$ cat src/rtl/sst_pkg.sv
package sst_pkg;
  typedef enum logic [1:0] {
    SRC_DIV1  = 2'd0,
    SRC_DIV8  = 2'd1,
    SRC_DIV32 = 2'd2
  } src_sel_e;

  localparam int unsigned PRE_W = 5;  // wide enough for divide-by-32
  localparam int unsigned BYTE_W = 8;
endpackage

$ cat src/rtl/sst_prescale.sv
module sst_prescale
  import sst_pkg::*;
(
  input  logic       clk,
  input  logic       rst_n,
  input  logic [1:0] sel,
  output logic       src_tick
);
  logic [PRE_W-1:0] cnt;

  always_ff @(posedge clk or negedge rst_n) begin
    if (!rst_n) cnt <= '0;
    else        cnt <= cnt + 1'b1;
  end

  always_comb begin
    unique case (sel)
      SRC_DIV1: src_tick = 1'b1;
      SRC_DIV8: src_tick = (cnt[2:0] == 3'd7);
      default:  src_tick = (cnt == {PRE_W{1'b1}});
    endcase
  end
endmodule

$ cat src/rtl/sst_divider.sv
module sst_divider #(
  parameter int unsigned DIV_W = 8
) (
  input  logic             clk,
  input  logic             rst_n,
  input  logic             run,
  input  logic             src_tick,
  input  logic [DIV_W-1:0] div_val,
  output logic             half_tick
);
  logic [DIV_W-1:0] cnt;
  logic             wrap;

  assign wrap      = (cnt == div_val);
  assign half_tick = run & src_tick & wrap;

  always_ff @(posedge clk or negedge rst_n) begin
    if (!rst_n)        cnt <= '0;
    else if (!run)     cnt <= '0;
    else if (src_tick) cnt <= wrap ? '0 : cnt + 1'b1;
  end
endmodule

$ cat src/rtl/sst_core.sv
module sst_core
  import sst_pkg::*;
(
  input  logic              clk,
  input  logic              rst_n,
  input  logic              tx_en,
  input  logic              half_tick,
  input  logic              in_valid,
  input  logic [BYTE_W-1:0] in_data,
  input  logic              irq_ack,
  output logic              in_ready,
  output logic              busy,
  output logic              sclk,
  output logic              sdo,
  output logic              shift_empty,
  output logic              irq
);
  localparam int unsigned CNT_W = $clog2(BYTE_W);

  logic [BYTE_W-1:0] hold_q, shift_q;
  logic              hold_full;
  logic [CNT_W-1:0]  bit_idx;
  logic              accept, last_rise, load;

  assign accept      = in_valid & ~hold_full;
  assign last_rise   = half_tick & ~sclk & (bit_idx == CNT_W'(BYTE_W - 1));
  assign load        = tx_en & hold_full & (~busy | last_rise);
  assign in_ready    = ~hold_full;
  assign shift_empty = ~busy & ~hold_full;

  always_ff @(posedge clk or negedge rst_n) begin
    if (!rst_n) begin
      hold_q    <= '0;
      hold_full <= 1'b0;
    end else if (accept) begin
      hold_q    <= in_data;
      hold_full <= 1'b1;
    end else if (load) begin
      hold_full <= 1'b0;
    end
  end

  always_ff @(posedge clk or negedge rst_n) begin
    if (!rst_n) begin
      shift_q <= '0;
      busy    <= 1'b0;
      bit_idx <= '0;
      sclk    <= 1'b1;
      sdo     <= 1'b1;
    end else begin
      if (half_tick) begin
        if (sclk) begin
          sclk <= 1'b0;
          sdo  <= shift_q[bit_idx];
        end else begin
          sclk    <= 1'b1;
          bit_idx <= bit_idx + 1'b1;
          if (bit_idx == CNT_W'(BYTE_W - 1)) busy <= 1'b0;
        end
      end
      if (load) begin
        shift_q <= hold_q;
        busy    <= 1'b1;
        bit_idx <= '0;
      end
    end
  end

  always_ff @(posedge clk or negedge rst_n) begin
    if (!rst_n)       irq <= 1'b0;
    else if (load)    irq <= 1'b1;
    else if (irq_ack) irq <= 1'b0;
  end
endmodule

$ cat src/rtl/sync_ser_tx.sv
module sync_ser_tx
  import sst_pkg::*;
#(
  parameter int unsigned DIV_W = 8
) (
  input  logic             clk,
  input  logic             rst_n,
  input  logic             tx_en,
  input  logic             cts_n,
  input  logic [1:0]       src_sel,
  input  logic [DIV_W-1:0] div_val,
  input  logic [7:0]       in_data,
  input  logic             in_valid,
  output logic             in_ready,
  output logic             sclk,
  output logic             sdo,
  output logic             shift_empty,
  output logic             irq,
  input  logic             irq_ack
);
  logic src_tick, half_tick, busy, run;

  assign run = busy & tx_en & ~cts_n;

  sst_prescale u_pre (
    .clk(clk), .rst_n(rst_n), .sel(src_sel), .src_tick(src_tick)
  );

  sst_divider #(.DIV_W(DIV_W)) u_div (
    .clk(clk), .rst_n(rst_n), .run(run), .src_tick(src_tick),
    .div_val(div_val), .half_tick(half_tick)
  );

  sst_core u_core (
    .clk(clk), .rst_n(rst_n), .tx_en(tx_en), .half_tick(half_tick),
    .in_valid(in_valid), .in_data(in_data), .irq_ack(irq_ack),
    .in_ready(in_ready), .busy(busy), .sclk(sclk), .sdo(sdo),
    .shift_empty(shift_empty), .irq(irq)
  );
endmodule

$ cat config.mk
export PLATFORM = sky130hd
export DESIGN_NAME = sync_ser_tx
export DESIGN_NICKNAME = d
export VERILOG_FILES = /design/src/rtl/sst_pkg.sv /design/src/rtl/sst_prescale.sv /design/src/rtl/sst_divider.sv /design/src/rtl/sst_core.sv /design/src/rtl/sync_ser_tx.sv
export SDC_FILE = /design/constraint.sdc
export NUM_CORES = 1
export LEC_CHECK = 0
export BUFFER_PORTS_ARGS = -buffer_cell sky130_fd_sc_hd__buf_2
export CORE_ASPECT_RATIO = 2
export CORE_MARGIN = 2
export CORE_UTILIZATION = 55
export DETAILED_ROUTE_END_ITERATION = 7
export GPL_ROUTABILITY_DRIVEN = 0
export PLACE_DENSITY_LB_ADDON = 0.12
export SYNTH_ARGS = -nofsm -noshare
export SYNTH_HDL_FRONTEND = slang
export SYNTH_SLANG_ARGS = --single-unit
$ cat constraint.sdc
create_clock -name clk -period 2.4 [get_ports clk]
set_input_delay 0.24 -clock clk [delete_from_list [all_inputs] [get_ports clk]]
set_output_delay 0.24 -clock clk [all_outputs]
set_load 0.02 [all_outputs]
# [Word level (Yosys, flattened, before mapping)]
# Cells that the tools add are included.
# W data, S select, Z words.
[op_classes] n_addsub=3 n_lt_le_gt_ge=1 n_eq_ne=7 mux=18 bitwise=15 n_reduce_logical=8
[ops] operator="$mux W8" count=3
[ops] operator="$and A1 B1 Y1" count=10
[ops] operator="$mux W1" count=10
[ops] operator="$mux W3" count=3
[ops] operator="$add A8 B1 Y8 const B" count=1
[ops] operator="$eq A8 B8 Y1" count=1
[ops] operator="$reduce_bool A2 Y1" count=4
[ops] operator="$eq A3 B3 Y1 const B" count=2
[ops] operator="$add A5 B1 Y5 const B" count=1
[ops] operator="$eq A5 B5 Y1 const B" count=1
[ops] operator="$lt A3 B4 Y1 const B" count=1
[ops] operator="$ne A2 B2 Y1 const B" count=2
[ops] operator="$not A1 Y1" count=4
[ops] operator="$reduce_and A2 Y1" count=2
[ops] operator="$add A3 B1 Y3 const B" count=1
[ops] operator="$bmux W1 S3" count=1
[ops] operator="$reduce_and A3 Y1" count=1
[ops] operator="$eq A2 B1 Y1 const B" count=1
[ops] operator="$logic_not A2 Y1" count=1
[ops] operator="$pmux W1 S2" count=1
[ops] operator="$or A1 B1 Y1" count=1
[totals] register_bits=37 input_bits=24 output_inout_bits=5 word_cells=62

# [Logic depth before layout (Yosys ltp)]
[depth] depth_word=10 mapped_depth=8 depth_no_buf=8

# [Hierarchy]
# A second synthesis with hierarchy kept.
[unflattened] hier_cells=152 hier_area_um2=1791.7
[by_module_without_submodules] mod="sst_core" instances=1 cells_each=73 area_each_um2=1026.0 seq_area_each_um2=603.1
[by_module_without_submodules] mod="sst_divider" instances=1 cells_each=63 area_each_um2=554.3 seq_area_each_um2=200.2
[by_module_without_submodules] mod="sst_prescale" instances=1 cells_each=15 area_each_um2=202.7 seq_area_each_um2=125.1
[by_module_without_submodules] mod="sync_ser_tx" instances=1 cells_each=1 area_each_um2=8.8 seq_area_each_um2=0.0

# [Least setup slack after synthesis]
# Ideal clock, no wire load.
[synth_path] path_kind="reg-to-reg" startpoint="reg u_pre.cnt[0]" endpoint="reg u_core.shift_q[0]" arrival_ps=1756 required_ps=2275 path_slack_ps=519 path_stages_with_launch=9 path_buffers=1 synth_period_minus_slack_ps=1881 cell_sequence="dfrtp_1 ha_1 and3_1 ha_1 inv_1 a211oi_4 a31o_1 buf_6 mux2_4"
[synth_between] elab_chain_len=8 elab_cells_between_ends=9
[synth_lines] item="start: declaration" line="sst_prescale.sv:9" text="logic [PRE_W-1:0] cnt;"
[synth_lines] item="start signal: assignment" line="sst_prescale.sv:13" text="else cnt <= cnt + 1'b1;"
[synth_lines] item="$eq A5 B5 Y1 / $eq A3 B3 Y1 (equally long branches)" line="sst_prescale.sv:20, sst_prescale.sv:19"
[synth_lines] item="$pmux W1 S2 (*)" line="sst_prescale.sv:17" text="unique case (sel)"
[synth_lines] item="$and A1 B1 Y1 (*) (2 in series)" line="sst_divider.sv:15" text="assign half_tick = run & src_tick & wrap;"
[synth_lines] item="$and A1 B1 Y1 (*) (2 in series)" line="sst_core.sv:26" text="assign last_rise = half_tick & ~sclk & (bit_idx == CNT_W'(BYTE_W - 1));"
[synth_lines] item="$or A1 B1 Y1 (*)" line="sst_core.sv:27" text="assign load = tx_en & hold_full & (~busy | last_rise);"
[synth_lines] item="$and A1 B1 Y1 (*)" line="sst_core.sv:27"
[synth_lines] item="end signal: assignment" line="sst_core.sv:62" text="shift_q <= hold_q;"
[synth_lines] item="end: declaration" line="sst_core.sv:20" text="logic [BYTE_W-1:0] hold_q, shift_q;"
# Mark *: on every way between the ends. The rest lies on a longest branch, timed or not.
# A chain may end at the register's enable or synchronous reset.

# [Worst setup path after layout]
[layout_path] startpoint="reg u_pre.cnt[0]" endpoint="reg u_core.shift_q[3]"
# The elaborated chain is that of the path after synthesis.

==> results.cfg <==
[outcome]
status = finished clean

[route]
via_per_inst = 5.81
via_count = 1254
dr.pass1.iters = 4
postRouteWirelength_um = 3480
wl_per_cell_um = 16.1
drtIter0Drc = 24
drcViolationCount = 0
route.antenna.remaining_nets = 0

[die]
die_area_um2 = 3920
io_pins = 29
die_w_um = 45.3
start_util_pct = 56.1
rows = 30
coreArea_um2 = 3340
die_h_um = 86.6

[synth]
yosysWarnings = 0
synth.largest_area_cell = dfrtp_1
ys_ff_latch = 37
netlist.area_leader.share_pct = 46.7
synthTopCellsByCount = 35 x dfrtp_1, 14 x nand2_1, 12 x nor2_1, 10 x mux2_2, 9 x xnor2_1
ys_seq_area_share_pct = 49.5
dominantRegCellSynth = dfrtp_1
synth_fp_nets = 181
synth.area.top_cells = dfrtp_1 47%, mux2_4 6.4%, mux2_2 6.0%, xnor2_1 4.2%, ha_1 4.0%
synth_most_common_cell = dfrtp_1
ys_types = 44
synth.avg_cell_area_um2 = 12.4
synth_edf_count = 0
syn-cell-area_um2 = 1870
syn_inst = 151
async_flop_share_pct = 100

[flow_run]
cap_violations = 0

[power]
ir_worst_vdd_v = 0.000491
cellPowerDensity_nw_per_um2 = 647
leakage_nw = 0.990
total_power_w = 0.00138

[critical_path]
slowest_stage = dfrtp_1
cp_max_fo = 10
critPathLaunch = u_pre.cnt[0]
cp.arrival_ns = 2.22
critPathMostFrequentCell = ha_1
required_ns = 2.58
crit_chain = ha_1 -> and3_1 -> ha_1 -> inv_1 -> a211oi_4 -> a31o_1 -> buf_4 -> mux2_4
end_kind = flip-flop
path_class = reg -> reg
startpoint_type = flip-flop
r2r_start = u_pre.cnt[0]
max_stage_delay_ns = 0.39

[clocking]
clk_path_buf_depth = 2
hold_buffers = 0
cts_tree = done
cts_resized = 0
clock_latency_ns = 0.29
cts_root_buffer = clkbuf_8
cts_buffers = 5
cts_setup_buffers = 0
clkTransAtPathRegs_ns = 0.07
h-tree-depth = 2
cts_sinks = 37

[place]
dp_hpwl_um = 2670
portBuffers = 28

[global_route]
grt_util_all_layers_pct = 21.1
grt_pass1_vias = 1390
antenna_found_initial = 0
grt_max_degree = 38
grt_first_pass_wirelength_um = 5840
grt_remaining_overflow = 0

[timing]
fmax_mhz = 490
finClkSkew_ns = 0.00629
worst_pin_slew_ns = 0.808
rsz0062_at_grt = no
slew_headroom_pct = 46.1
setup_viol = 0
hold_violations = 0
period_share_pct = 85.0
period_needed_ns = 2.04
fin_tns_setup_ns = 0
drv_slew = 0

[cells_and_area]
area_delta_synth_final_pct = 13.8
n_antenna_cell = 0
nNetsFinal = 213
drive_gt1_share_pct = 39.1

[min_path]
hp-class = in -> async
## cells by family (layout without fill, tap and decap cells)
family	after synthesis	after routing	synth area share [%]
AND/OR/NAND/NOR	50	50	15.0
flip-flops	37	37	49.5
multiplexers	23	23	16.4
AO/OA/AOI/OAI	16	16	7.14
XOR/XNOR	11	11	5.54
buffers and inverters	8	41	2.40
adder cells (fa/ha/maj)	6	6	4.01
## layout by cell type (no fill, tap or decap), types with 2 or more instances in the layout
master,n
dfstp_2,2
a22o_1,2
ha_1,6
inv_1,4
a21oi_1,2
mux4_2,2
nand3_1,7
nor2b_1,2
clkbuf_8,7
dfrtp_1,35
buf_2,28
or2_2,2
xnor2_1,9
mux2_4,8
nor2_1,12
o21ai_0,2
mux2i_1,3
nand2_1,14
nand4_2,2
mux2_2,10
## worst paths after layout
kind / to / slack [ns] / cells past startpoint
hold / removal: u_div.cnt[0] / 0.03 / 1
setup / recovery: u_core.shift_q[3] / 0.36 / 8
max in group asynchronous: u_core.hold_q[6] / 1.85 / 1
hold reg to reg: u_pre.cnt[0] / 0.47 / 1
min in group clk: u_core.hold_full / 0.18 / 3
setup reg to reg: u_core.shift_q[3] / 0.36 / 8
## per-layer routing
metal | share of wire [%] | up-vias | wire, um | global-route usage [%]
met1 | 34 | 609 | 1190 | 19.3
met4 | 4.3 | 0 | 148 | 14.4
li1 | - | 594 | - | -
met3 | 4.2 | 11 | 147 | 5.21
met5 | 0 | - | 0 | 0
met2 | 57 | 40 | 1990 | 37.8
## final cells by class
| cell class | count | area (um^2) |
|---|---|---|
| Sequential cell | 37 | 928 |
| Clock inverter | 1 | 5.00 |
| Multi-Input combinational cell | 106 | 901 |
| Clock buffer | 7 | 96.3 |
| Inverter | 4 | 15.0 |
| Fill cell | 273 | 1210 |
| Tap cell | 32 | 40.0 |
| Timing Repair Buffer | 29 | 148 |
## per-stage QoR
step / setup WS (ns) / hold WS, ns / utilization (%) / cell area, um^2 / cells
floorplan: 0.519 / -0.0556 / - / 1870 / 151
global placement: 0.421 / 0.361 / 60.8 / 2030 / 208
detailed placement: 0.373 / 0.380 / 60.8 / 2030 / 208
CTS: 0.344 / 0.0610 / 63.9 / 2130 / 216
global route: 0.243 / 0.0955 / 63.9 / 2130 / 216
finish: 0.361 / 0.0269 / 63.9 / 2130 / 216
## worst max-delay path, delay by kind of cell (launching register included)
kind,cells,cell delay (ns)
DFF,1,0.39
and+or+nand+nor,1,0.16
AOI/OAI and AO/OA,2,0.48
buffers and inverters,2,0.27
adders and majority gates,2,0.30
muxes,1,0.31
## power by group
group          switching, W  internal, W
sequential        0.0000404     0.000694
clock              0.000225     0.000260
combinational     0.0000559     0.000105
## registers in the layout, indices dropped and copies added, names as in the netlist
signal / cells
u_core.sdo: 1
u_core.busy: 1
u_core.sclk: 1
u_core.hold_full: 1
u_core.irq: 1
u_core.shift_q: 8
u_core.hold_q: 8
u_div.cnt: 8
u_core.bit_idx: 3
u_pre.cnt: 5
Note: power is estimated with default switching activity, not from simulation.
